--- src/rtl/xcg_pkg.sv ---
package xcg_pkg;
  localparam logic [1:0] ADDR_HINT   = 2'd0;
  localparam logic [1:0] ADDR_PERI   = 2'd1;
  localparam logic [1:0] ADDR_STATUS = 2'd2;
  localparam logic [3:0] SCAN_ON_CODE = 4'b0110;

  function automatic logic scan_is_on(input logic [3:0] code);
    return code == SCAN_ON_CODE;
  endfunction
endpackage

--- src/rtl/xcg_regfile.sv ---
module xcg_regfile #(
  parameter int NUM_UNITS = 4,
  parameter int NUM_PERI  = 3,
  parameter int DW        = 8
) (
  input  logic                 clk,
  input  logic                 rst_n,
  input  logic                 we,
  input  logic [1:0]           addr,
  input  logic [DW-1:0]        wdata,
  input  logic [NUM_UNITS-1:0] status,
  output logic [NUM_UNITS-1:0] hint_q,
  output logic [NUM_PERI-1:0]  peri_q,
  output logic [DW-1:0]        rdata
);
  import xcg_pkg::*;

  logic                 hint_wr, peri_wr;
  logic [NUM_UNITS-1:0] hint_d;
  logic [NUM_PERI-1:0]  peri_d;
  logic                 unused_wdata;

  assign unused_wdata = ^wdata;
  assign hint_wr = we && (addr == ADDR_HINT);
  assign peri_wr = we && (addr == ADDR_PERI);

  always_comb begin
    hint_d = hint_q;
    peri_d = peri_q;
    if (hint_wr) hint_d = wdata[NUM_UNITS-1:0];
    if (peri_wr) peri_d = wdata[NUM_PERI-1:0];
  end

  always_ff @(posedge clk or negedge rst_n) begin
    if (!rst_n) begin
      hint_q <= '1;
      peri_q <= '1;
    end else begin
      hint_q <= hint_d;
      peri_q <= peri_d;
    end
  end

  always_comb begin
    rdata = '0;
    case (addr)
      ADDR_HINT:   rdata[NUM_UNITS-1:0] = hint_q;
      ADDR_PERI:   rdata[NUM_PERI-1:0]  = peri_q;
      ADDR_STATUS: rdata[NUM_UNITS-1:0] = status;
      default:     rdata = '0;
    endcase
  end

  assert_locked_addr_R9: assert property (@(posedge clk) disable iff (!rst_n)
    (we && addr[1]) |=> ($stable(hint_q) && $stable(peri_q)));

  assert_hint_write_R10: assert property (@(posedge clk) disable iff (!rst_n)
    (we && addr == ADDR_HINT) |=> (hint_q == $past(wdata[NUM_UNITS-1:0])));

  assert_peri_write_R10: assert property (@(posedge clk) disable iff (!rst_n)
    (we && addr == ADDR_PERI) |=> (peri_q == $past(wdata[NUM_PERI-1:0])));
endmodule

--- src/rtl/xcg_unit_gate.sv ---
module xcg_unit_gate (
  input  logic clk,
  input  logic rst_n,
  input  logic hint,
  input  logic idle,
  input  logic pwr_en,
  input  logic scan_on,
  output logic en_q
);
  logic en_d;

  always_comb begin
    en_d = scan_on || (pwr_en && (hint || !idle));
  end

  always_ff @(posedge clk or negedge rst_n) begin
    if (!rst_n) en_q <= 1'b1;
    else        en_q <= en_d;
  end

  assert_hint_on_R1: assert property (@(posedge clk) disable iff (!rst_n)
    (hint && pwr_en) |=> en_q);

  assert_busy_hold_R2: assert property (@(posedge clk) disable iff (!rst_n)
    (!hint && !idle && pwr_en) |=> en_q);

  assert_idle_stop_R3: assert property (@(posedge clk) disable iff (!rst_n)
    (!hint && idle && !scan_on) |=> !en_q);

  assert_pwr_off_R5: assert property (@(posedge clk) disable iff (!rst_n)
    (!pwr_en && !scan_on) |=> !en_q);
endmodule

--- src/rtl/xcg_peri_gate.sv ---
module xcg_peri_gate (
  input  logic clk,
  input  logic rst_n,
  input  logic sw_en,
  input  logic pwr_en,
  input  logic scan_on,
  output logic en_q
);
  logic en_d;

  always_comb begin
    en_d = scan_on || (sw_en && pwr_en);
  end

  always_ff @(posedge clk or negedge rst_n) begin
    if (!rst_n) en_q <= 1'b1;
    else        en_q <= en_d;
  end

  assert_peri_off_R6: assert property (@(posedge clk) disable iff (!rst_n)
    ((!sw_en || !pwr_en) && !scan_on) |=> !en_q);

  assert_peri_on_R6: assert property (@(posedge clk) disable iff (!rst_n)
    (sw_en && pwr_en) |=> en_q);
endmodule

--- src/rtl/xcg_top.sv ---
module xcg_top #(
  parameter int NUM_UNITS = 4,
  parameter int NUM_PERI  = 3,
  parameter int DW        = 8
) (
  input  logic                 clk,
  input  logic                 rst_n,
  input  logic                 reg_we,
  input  logic [1:0]           reg_addr,
  input  logic [DW-1:0]        reg_wdata,
  output logic [DW-1:0]        reg_rdata,
  input  logic [NUM_UNITS-1:0] unit_idle,
  input  logic                 pwr_main_en,
  input  logic [NUM_PERI-1:0]  pwr_peri_en,
  input  logic [3:0]           scan_mode,
  output logic [NUM_UNITS-1:0] unit_clk_en,
  output logic [NUM_PERI-1:0]  peri_clk_en
);
  import xcg_pkg::*;

  logic [NUM_UNITS-1:0] hint_q;
  logic [NUM_PERI-1:0]  peri_q;
  logic                 scan_on;

  assign scan_on = scan_is_on(scan_mode);

  xcg_regfile #(.NUM_UNITS(NUM_UNITS), .NUM_PERI(NUM_PERI), .DW(DW)) u_regs (
    .clk(clk), .rst_n(rst_n), .we(reg_we), .addr(reg_addr), .wdata(reg_wdata),
    .status(unit_clk_en), .hint_q(hint_q), .peri_q(peri_q), .rdata(reg_rdata)
  );

  for (genvar u = 0; u < NUM_UNITS; u++) begin : g_unit
    xcg_unit_gate u_gate (
      .clk(clk), .rst_n(rst_n), .hint(hint_q[u]), .idle(unit_idle[u]),
      .pwr_en(pwr_main_en), .scan_on(scan_on), .en_q(unit_clk_en[u])
    );
  end

  for (genvar p = 0; p < NUM_PERI; p++) begin : g_peri
    xcg_peri_gate u_gate (
      .clk(clk), .rst_n(rst_n), .sw_en(peri_q[p]), .pwr_en(pwr_peri_en[p]),
      .scan_on(scan_on), .en_q(peri_clk_en[p])
    );
  end

  assert_scan_force_R7: assert property (@(posedge clk) disable iff (!rst_n)
    (scan_mode == 4'b0110) |=> (&unit_clk_en && &peri_clk_en));

  assert_scan_exact_R7: assert property (@(posedge clk) disable iff (!rst_n)
    (scan_mode != 4'b0110 && !pwr_main_en) |=> (unit_clk_en == '0));

  assert_status_read_R4: assert property (@(posedge clk) disable iff (!rst_n)
    (reg_addr == 2'd2) |-> (reg_rdata[NUM_UNITS-1:0] == unit_clk_en));
endmodule

--- config.mk ---
export PLATFORM = sky130hd
export DESIGN_NAME = xcg_top
export DESIGN_NICKNAME = d
export VERILOG_FILES = /design/src/rtl/xcg_pkg.sv /design/src/rtl/xcg_regfile.sv /design/src/rtl/xcg_unit_gate.sv /design/src/rtl/xcg_peri_gate.sv /design/src/rtl/xcg_top.sv
export SDC_FILE = /design/constraint.sdc
export NUM_CORES = 1
export LEC_CHECK = 0
export BUFFER_PORTS_ARGS = -buffer_cell sky130_fd_sc_hd__clkbuf_2
export CAP_MARGIN = 25
export CORE_UTILIZATION = 46
export CTS_CLUSTER_SIZE = 12
export DETAILED_ROUTE_END_ITERATION = 7
export HOLD_SLACK_MARGIN = 0.06
export PLACE_DENSITY = 0.85
export SLEW_MARGIN = 20
export SYNTH_ARGS = -nofsm -noshare
export SYNTH_HDL_FRONTEND = slang
export SYNTH_SLANG_ARGS = --single-unit
--- constraint.sdc ---
create_clock -name clk -period 2.8 [get_ports clk]
set_input_delay 0.84 -clock clk [delete_from_list [all_inputs] [get_ports clk]]
set_output_delay 0.84 -clock clk [all_outputs]
set_load 0.02 [all_outputs]
Word level (Yosys, flattened, before mapping)

Cells that the tools add are included.

Register bits: 14
Latch bits: 0
Bits in writable memories: 0
Memory bits (read-only): 0
Input port bits: 25
Word-level logic and storage cells: 39
Memories kept: 0

Add/subtract/negate cells: 0
Multiply operators: 0
Divide/modulo/power cells: 0
$lt $le $gt $ge: 0
Equal/unequal tests: 3
Shift-type cells: 0
Mux-type cells: 2
Bitwise operators: 0
Reductions and logical operators: 25

Operators with widths:

| operator                                      | number |
|---|---|
| logical OR 1 bit                              | 11 |
| logical AND 1 bit                             | 9 |
| case mux 3 bit (3 select lines)               | 1 |
| == test 4 x 3 -> 1 bit, second input constant | 1 |
| logical NOT 1 bit                             | 4 |
| == test 2 x 1 -> 1 bit, second input constant | 1 |
| == test 2 bit, second input constant          | 1 |
| logical NOT 2 bit                             | 1 |
| case mux 1 bit (2 select lines)               | 1 |

Longest topological paths before layout

Gate-level depths: netlist (run 1).

Word-level depth: 4
Depth in mapped cells: 3
Gate-level depth less buffers: 2

By module

From an unflattened synthesis (run 1), not the netlist that was laid out.

Cells, all modules: 50
Area total of the unflattened synthesis: 693.2 um^2

Modules (own cells, without submodules):

| module        | times used | cells each | area each (um^2) | seq. area each (um^2) |
|---|---|---|---|---|
| xcg_regfile   | 1          | 31         | 419.2            | 183.9 |
| xcg_unit_gate | 4          | 3          | 40.0             | 26.3 |
| xcg_peri_gate | 3          | 2          | 33.8             | 26.3 |
| xcg_top       | 1          | 1          | 12.5             | 0.0 |

Worst setup path before layout (run 1)

No wires, ideal clock.

Path kind: input to output
Start: in reg_addr[0]
End: out reg_rdata[0]
Arrival time: 1.437 ns
Setup slack: 0.523 ns
Stages on the path: 3
Buffers on the path: 1
Cell sequence: buf_6 > mux2i_1 > o2bb2ai_1

Longest elaborated chain between the ends: 2

RTL lines:

| item                                  | line              | source |
|---|---|---|
| from (decl)                           | xcg_top.sv:9      | `input logic [1:0] reg_addr,` |
| == test 2 bit (tied with other cells) | xcg_regfile.sv:46 | `case (addr)` |
| case mux 3 bit (3 select lines) (*)   | xcg_regfile.sv:46 |  |
| to (decl)                             | xcg_top.sv:11     | `output logic [DW-1:0] reg_rdata,` |

Every way passes the cells marked *; elsewhere a longest branch is shown, timed or not.

Worst setup path in the final report (run 1)

Ends and elaborated chain as after synthesis.

==> impl_metrics.tcl, run 1 <==
set metrics [dict create \
    cts.repair.resized 0 \
    tns_ns 0 \
    cts-htree-levels 1 \
    yosysMostFrequentCell "dfstp_2" \
    grt_overflow 0 \
    grt_max_degree 15 \
    cts-root-buf "clkbuf_4" \
    clock_skew_ns 0.00270 \
    vias_per_cell 4.98 \
    numPortBuffers 31 \
    dr.pass1.iters 4 \
    dp_hpwl_microns 986 \
    grt_antenna_before_repair 0 \
    drt_iter0_drc 5 \
    hold_buffers 0 \
    fin_crit_ns 2.47 \
    cts_tree "yes" \
    crit_path_end_kind "output port" \
    pwr-share-clk_pct 21.1 \
    crit_path_start_kind "input port" \
    outcome "complete, no violations" \
    syn_avg_cell_area_sq_um 12.2 \
    cp.required_ns 1.96 \
    grt_pass1_vias 488 \
    switching_share_pct 28.6 \
    final_area_sq_um 857 \
    synth_common_cells "dfstp_2, buf_4, mux2_2" \
    yosysSeqAreaShare_pct 49.6 \
    synth.top_cell.area_share_pct 49.6 \
    placed_cell_area_sq_um 835 \
    coreArea_sq_um 1510 \
    internal-power_mw 0.361 \
    cts_sinks 14 \
    hold_path.class "reg -> reg" \
    fin_ws_ns 0.331 \
    wl_per_cell_microns 12.0 \
    ys.flop_type "dfstp_2" \
    finalSetupViolCount 0 \
    area_delta_synth_final_pct 15.5 \
    clk_latency_ns 0.27 \
    final_hold_viol_count 0 \
    cellPowerDensity_nw_per_um2 589 \
    combPwrFrac_pct 24.7 \
    pre_cts_ws_ns 0.316 \
    arrival_ns 1.63 \
    synth_seq_cells 14 \
    post-route-period-util_pct 88.2 \
    vias 508 \
    yosys_warnings 0 \
    die_w_microns 42.2 \
    dieArea_sq_um 1780 \
    place_congestion 0.721 \
    grt_pass1_wl_mm 2.05 \
    synth.area.top_cells "dfstp_2, buf_4, mux2_2" \
    fp.dieH_microns 42.2 \
    post-route-drc-count 0 \
    post-cts-setup-buffers 0 \
    p_leak_nw 0.432 \
    worstSetupPathType "in -> out" \
    grt_setup_unrepaired "no" \
    synth_edf_count 0 \
    num_rows 14 \
    syn_inst 61 \
    power.total_mw 0.505 \
    drive_above_1_share_pct 66.3 \
    pwr-share-seq_pct 54.2 \
    critPathMaxFanout 7 \
    p_sw_mw 0.144 \
    yosys.area.top_type "dfstp_2" \
    yosys.cell_types.count 15 \
    diodes 0 \
    clk_path_buf_depth 2 \
    max_freq_mhz 405 \
    clk_pin_slew_worst_paths_ns 0.08 \
    synth_area_sq_um 742 \
    ant_nets 0 \
    grt_usage_pct 15.5 \
    io_pins 40 \
    layout.nets 113 \
    async_reset_ff_share_pct 100 \
    wirelength_mm 1.23 \
    numCtsBuffers 3 \
    irDropWorstVdd_v 0.000244 \
    slew_violations 0 \
    initial_core_util_pct 49.3 \
    max-cap-violations 0 \
]
==> final timing paths <==
path,cells past startpoint,slack (ns),end,from
min reg2reg,2,0.48,g_peri[1].u_gate.en_q,u_regs.peri_q[1]
max,4,0.33,reg_rdata[0],reg_addr[0]
max in group asynchronous,1,2.06,u_regs.hint_q[1],rst_n
max reg2reg,2,1.99,g_unit[3].u_gate.en_q,u_regs.hint_q[3]
min in group asynchronous,1,0.71,g_peri[2].u_gate.en_q,rst_n
min,2,0.48,g_peri[1].u_gate.en_q,u_regs.peri_q[1]
==> layer usage <==
layer / vias to the layer above / GRT usage [%] / wire length [microns] / part of all wire, %
li1: 246 / - / - / -
met1: 243 / 16.9 / 465 / 38
met2: 19 / 28.3 / 699 / 57
met3: 0 / 0.431 / 62 / 5.1
met4: 0 / 11.3 / 0 / 0
met5: - / 0 / 0 / 0
==> power by group through the flow <==
stage          clock network [mW]  registers [mW]  logic [mW]
6_report                    0.107           0.274       0.125
5_1_grt                     0.120           0.279       0.137
4_1_cts                     0.111           0.274       0.127
3_5_place_dp                    0           0.278       0.126
3_3_place_gp                    0           0.276       0.122
2_1_floorplan                   0           0.272       0.103
==> cell type report <==
type,instances,area [sq um]
multi-input cells,37,288
repair buffers,31,155
flip-flops and latches,14,368
fillers,126,649
inverters,1,3.75
clock buffers,3,22.5
well taps,16,20.0
==> worst max-delay path, stage by stage <==
cell and delay [ns]:
clkbuf_2 0.20, nor2b_1 0.26, o2bb2ai_1 0.15, clkbuf_2 0.18
==> metrics by stage <==
stage | std cells | hold slack [ns] | util [%]
CTS | 102 | 0.477 | 56.9
finish | 102 | 0.476 | 56.9
detailed placement | 99 | 0.464 | 55.4
global route | 102 | 0.504 | 56.9
floorplan | 64 | 0.444 | -
global placement | 99 | 0.461 | 55.4
==> flip-flops by register name (all words and copies together) (netlist names) <==
register and flops:
g_unit.u_gate.en_q 4, g_peri.u_gate.en_q 3, u_regs.hint_q 4, u_regs.peri_q 3
==> cells in the final DEF (no fill, tap or decap) <==
master / count
o2bb2ai_1: 3
nor2_1: 1
nor3b_4: 1
nand4bb_1: 1
o21ai_0: 4
nand3b_4: 1
inv_1: 1
dfstp_2: 14
nor2b_1: 5
conb_1: 4
clkbuf_4: 3
mux2_2: 7
mux2i_1: 4
nand2_1: 6
clkbuf_2: 31
==> kinds of logic (layout without fill, tap and decap cells) <==
group                  Yosys count  after routing  share of synthesized area (%)
muxes                           11             11                           16.0
DFF                             14             14                           49.6
AOI/OAI and AO/OA                7              7                           6.24
and+or+nand+nor                 15             15                           14.5
buffers and inverters           13             35                           13.2
other                            1              4                          0.505
Note: power is estimated with default switching activity, not from simulation.
==> run 2: changes to the inputs <==
Settings changed: CORE_UTILIZATION 46 to 45, SLEW_MARGIN 20 to default, SYNTH_HIERARCHICAL from default to 1.
==> run 2 against run 1 <==
Non-clock buffer count did not move. Utilization rose by 7.3 points. Final cell count fell by 3.9%. Area after synthesis fell by 6.6%. Sequential power barely moved. Routed wire length rose by 10%. Worst setup slack got worse by 0.043 ns. Global-route usage rose by 3.2 points. Worst hold slack improved by 0.069 ns. Sequential share of layout area fell by 0.98 points.
==> impl_metrics.tcl, run 2 <==
set metrics [dict create \
    cts.repair.resized 0 \
    final_cell_mix "clkbuf_2, dfstp_2, a21o_1, mux2_2" \
    numCtsBuffers 3 \
    pre_cts_ws_ns 0.312 \
    diodes 0 \
    reg2regPathDepth 2 \
    critPathMaxFanout 7 \
    hold_path_depth 1 \
    cts-root-buf "clkbuf_4" \
    max_freq_mhz 398 \
    cellPowerDensity_nw_per_um2 624 \
    crit_path_end_kind "output port" \
    area_delta_synth_final_pct 26.5 \
    syn_inst 50 \
    internal-power_mw 0.396 \
    synth.area.top_cells "dfstp_2, mux2_2, a21o_1" \
    die_w_microns 41.2 \
    yosys.cell_types.count 13 \
    outcome "complete, no violations" \
    ys.flop_type "dfstp_2" \
    max-cap-violations 0 \
    r2r_end "g_unit[3].u_gate/en_q" \
    post-cts-setup-buffers 0 \
    synth_area_sq_um 693 \
    wl_per_cell_microns 13.8 \
    clk_pin_slew_worst_paths_ns 0.08 \
    syn_avg_cell_area_sq_um 13.9 \
    vias 496 \
    io_pins 40 \
    layout.nets 109 \
    grt_pass1_vias 478 \
    grt_pass1_wl_mm 1.95 \
    slew_violations 0 \
    hold_buffers 0 \
    arrival_ns 1.67 \
    p_leak_nw 0.465 \
    fill_cells 124 \
    post-route-drc-count 0 \
    num_rows 13 \
    fin_hold_ws_ns 0.545 \
    dr.pass1.iters 4 \
    grt_max_degree 15 \
    finalSetupViolCount 0 \
    clk_latency_ns 0.28 \
    fp.dieH_microns 41.2 \
    fin_ws_ns 0.288 \
    yosys.area.top_type "dfstp_2" \
    reg_top3 "g_unit.u_gate/en_q (4), u_regs/hint_q (4)" \
    synth.top_cell.area_share_pct 53.1 \
    pwr-share-clk_pct 26.3 \
    coreArea_sq_um 1370 \
    vias_per_cell 5.06 \
    yosys_warnings 6 \
    initial_core_util_pct 50.7 \
    synth_common_cells "dfstp_2, a21o_1, mux2_2" \
    cts_sinks 14 \
    grt_antenna_before_repair 0 \
    ant_nets 0 \
    placed_cells 94 \
    wirelength_mm 1.36 \
    min_to "g_peri[0].u_gate/en_q" \
    grt_overflow 0 \
    worstSetupPathType "in -> out" \
    fin_crit_ns 2.51 \
    clock_skew_ns 0.00182 \
    synth_seq_cells 14 \
    hold_path.class "reg -> reg" \
    synth_edf_count 0 \
    pwr-share-seq_pct 50.0 \
    tns_ns 0 \
    combPwrFrac_pct 23.7 \
    hp-start "u_regs/peri_q[0]" \
    grt_usage_pct 18.7 \
    switching_share_pct 27.8 \
    drive_above_1_share_pct 71.1 \
    mostFrequentLayoutCell "clkbuf_2" \
    irDropWorstVdd_v 0.000319 \
    yosysMostFrequentCell "dfstp_2" \
    dieArea_sq_um 1700 \
    numPortBuffers 31 \
    clk_path_buf_depth 2 \
    dp_hpwl_mm 1.10 \
    rrSetupSlack_ns 1.98 \
    p_sw_mw 0.152 \
    post-route-period-util_pct 89.7 \
    crit_path_start_kind "input port" \
    async_reset_ff_share_pct 100 \
    cts_tree "yes" \
    cts-htree-levels 1 \
    final-instance-count-excl-fill 98 \
    utilization_pct 64.2 \
    place_congestion 0.716 \
    cp.required_ns 1.96 \
    r2r_start "u_regs/hint_q[3]" \
    grt_setup_unrepaired "no" \
    drt_iter0_drc 2 \
    yosysSeqAreaShare_pct 53.1 \
    final_hold_viol_count 0 \
]
run 2: cell count changes after synthesis:
cell       previous run  this run
o21ai_0               4         0
and4bb_2              0         1
inv_1                 1         0
buf_6                 1         0
a21o_1                0         7
nand2b_1              0         4
nand4bb_1             1         0
nand2_1               6         0
buf_4                11         5
nor2b_1               5         1
run 2: layout make-up:
type                            count  area (sq um)  share of cell area [%]
Clock buffer                        4          36.3                    4.14
Multi-Input combinational cell     34           299                    34.1
Sequential cell                    14           368                    41.9
Tap cell                           15          18.8                    2.14
Timing Repair Buffer               31           155                    17.7
run 2: power groups by stage:
stage          Sequential [mW]  Combinational, mW  Clock [mW]
3_5_place_dp             0.278              0.131           0
4_1_cts                  0.275              0.131       0.148
5_1_grt                  0.280              0.140       0.157
2_1_floorplan            0.288             0.0739           0
3_3_place_gp             0.275              0.126           0
6_report                 0.274              0.130       0.144
run 2: cell families (layout without fill, tap and decap cells):
kind of cell,count (synthesis),count (layout),share of synthesized area [%]
flops,14,14,53.1
mux,11,11,17.1
other cells,1,4,0.541
buf+inv,5,35,5.42
compound gates,10,10,11.4
simple gates,9,9,12.5
run 2: routing by layer:
metal / track usage [%] / routed length (microns) / vias to the layer above
li1: - / - / 239
met1: 18.8 / 527 / 233
met2: 37.1 / 748 / 22
met3: 3.26 / 73 / 2
met4: 7.26 / 6 / 0
met5: 0 / 0 / -
run 2: worst max-delay path by stage:
stage,start,end,slack [ns],depth (start not counted)
after floorplan,reg_addr[1],reg_rdata[0],0.49,3
after global placement,reg_addr[0],reg_rdata[2],0.32,4
after detailed placement,reg_addr[0],reg_rdata[2],0.31,4
after CTS,reg_addr[0],reg_rdata[2],0.31,4
after global routing,reg_addr[0],reg_rdata[2],0.18,4
final,reg_addr[0],reg_rdata[2],0.29,4
run 2: stage by stage:
step,power (mW),cell area (sq um)
6_report,0.548,877
5_1_grt,0.577,877
4_1_cts,0.554,877
3_5_place_dp,0.409,841
3_3_place_gp,0.402,841
2_1_floorplan,0.362,704
run 2: critical path, cell delays in order:
cell	delay, ns
clkbuf_2	0.21
nor2b_1	0.27
o2bb2ai_1	0.16
clkbuf_2	0.19
==> run 3: changes to the inputs <==
Settings changed: CORE_UTILIZATION 45 to 37, PLACE_DENSITY 0.85 to 0.75.
Clock period 2.8 ns to 2.3 ns, I/O delays scaled along.
==> run 3 against run 2 <==
Sequential power up 22%. Register-to-register slack worse by 0.52 ns. Cell area up 3.1%. Utilization down 12 points. Critical path type unchanged. Largest power group unchanged.
==> impl_metrics.tcl, run 3 (synthesized netlist as in run 2, its figures left out) <==
set metrics [dict create \
    multi_input_area_sq_um 299 \
    drive_above_1_share_pct 71.8 \
    crit_path_end_kind "output port" \
    regArea_sq_um 368 \
    r2r_start "u_regs/hint_q[1]" \
    arrival_ns 1.45 \
    grt_max_degree 15 \
    switching_share_pct 27.6 \
    fp.dieH_microns 45.3 \
    post-route-drc-count 0 \
    hold_path.class "reg -> reg" \
    diodes 0 \
    hold_buffers 0 \
    grt_usage_pct 15.7 \
    pwr-share-clk_pct 26.0 \
    timing.critical_path.max_delay_family "buffers and inverters" \
    hp-start "u_regs/peri_q[0]" \
    worstSetupPathType "in -> out" \
    io_pins 40 \
    final_cell_mix "clkbuf_2, dfstp_2, a21o_1, mux2_2" \
    fin_crit_ns 2.14 \
    cpMostUsedCell "clkbuf_2" \
    layout.nets 111 \
    final_hold_viol_count 0 \
    clk_pin_slew_worst_paths_ns 0.08 \
    critPathMaxFanout 6 \
    reg_top3 "g_unit.u_gate/en_q (4), u_regs/hint_q (4)" \
    path_buf_inv 2 \
    drt_iter0_drc 3 \
    critPathMaxStageDelay_ns 0.27 \
    cts_tree "yes" \
    place_congestion 0.673 \
    mostFrequentLayoutCell "clkbuf_2" \
    clk_latency_ns 0.28 \
    dr.pass1.iters 3 \
    wirelength_mm 1.40 \
    cp.required_ns 1.61 \
    cts.repair.resized 0 \
    irDropWorstVdd_v 0.000475 \
    cts_sinks 14 \
    placed_cell_area_sq_um 868 \
    internal-power_mw 0.484 \
    cts-root-buf "clkbuf_4" \
    dp_hpwl_mm 1.03 \
    fin_hold_ws_ns 0.543 \
    grt_pass1_wl_mm 2.13 \
    max_freq_mhz 467 \
    vias_per_cell 4.63 \
    grt_overflow 0 \
    dieArea_sq_um 2050 \
    vias 509 \
    p_leak_nw 0.474 \
    post-route-period-util_pct 93.1 \
    initial_core_util_pct 39.7 \
    grt_pass1_vias 455 \
    grt_setup_unrepaired "no" \
    grt_antenna_before_repair 0 \
    cts-htree-levels 1 \
    crit_path_start_kind "input port" \
    finalSetupViolCount 0 \
    crit_slowest_cell "nor2b_1" \
    max-cap-violations 0 \
    combPwrFrac_pct 23.9 \
    wl_per_cell_microns 12.7 \
    cellPowerDensity_nw_per_um2 739 \
    clk_path_buf_depth 2 \
    die_w_microns 45.3 \
    final_area_sq_um 905 \
    fill_cells 155 \
    p_sw_mw 0.184 \
    slew_violations 0 \
    numPortBuffers 31 \
    coreArea_sq_um 1750 \
    area_delta_synth_final_pct 30.5 \
    numCtsBuffers 3 \
    clock_skew_ns 0.00212 \
    post-cts-setup-buffers 0 \
    pwr-share-seq_pct 50.1 \
    cp_cell_sequence "clkbuf_2, nor2b_1, o2bb2ai_1, clkbuf_2" \
    startpoint "reg_addr[1]" \
    outcome "complete, no violations" \
    num_rows 15 \
    tns_ns 0 \
    ant_nets 0 \
]
[run 3: changes by cell type in the layout (fill, tap and decap cells not counted)]
cell   before  now
buf_4       0    2
[run 3: stage by stage]
step	power [mW]	cells	utilization [%]	worst slack (ns)
floorplan	0.441	53	-	0.287
global placement	0.492	106	49.7	0.155
detailed placement	0.498	106	49.7	0.148
CTS	0.675	110	51.8	0.148
global route	0.707	110	51.8	0.0572
finish	0.668	110	51.8	0.158
[run 3: area by class of cell]
| type | count | area share [%] |
|---|---|---|
| clock buffer | 4 | 4.01 |
| multi-input combinational | 34 | 33.1 |
| sequential | 14 | 40.7 |
| tap | 25 | 3.46 |
| timing repair buffer | 33 | 18.8 |
[run 3: power groups by stage]
stage	sequential [mW]	combinational, mW	clock (mW)
6_report	0.334	0.160	0.174
3_5_place_dp	0.338	0.160	0
3_3_place_gp	0.336	0.157	0
2_1_floorplan	0.351	0.0900	0
4_1_cts	0.334	0.162	0.180
5_1_grt	0.340	0.173	0.193
[run 3: layer usage]
| metal | part of all wire, % | GRT usage [%] | vias up |
|---|---|---|---|
| met5 | 0 | 0 | - |
| met4 | 2.6 | 10.9 | 0 |
| met3 | 3.9 | 3.60 | 4 |
| met2 | 53 | 24.1 | 16 |
| met1 | 41 | 19.3 | 246 |
| li1 | - | - | 243 |
[run 3: path summary, 6_finish.rpt]
| path | slack [ns] | depth (start not counted) | endpoint |
|---|---|---|---|
| max in group asynchronous | 1.70 | 1 | u_regs/hint_q[0] |
| min in group asynchronous | 0.58 | 1 | g_unit[3].u_gate/en_q |
| setup / recovery | 0.16 | 4 | reg_rdata[1] |
| hold reg to reg | 0.54 | 1 | g_peri[0].u_gate/en_q |
| hold / removal | 0.54 | 1 | g_peri[0].u_gate/en_q |
| setup reg to reg | 1.46 | 2 | g_unit[1].u_gate/en_q |
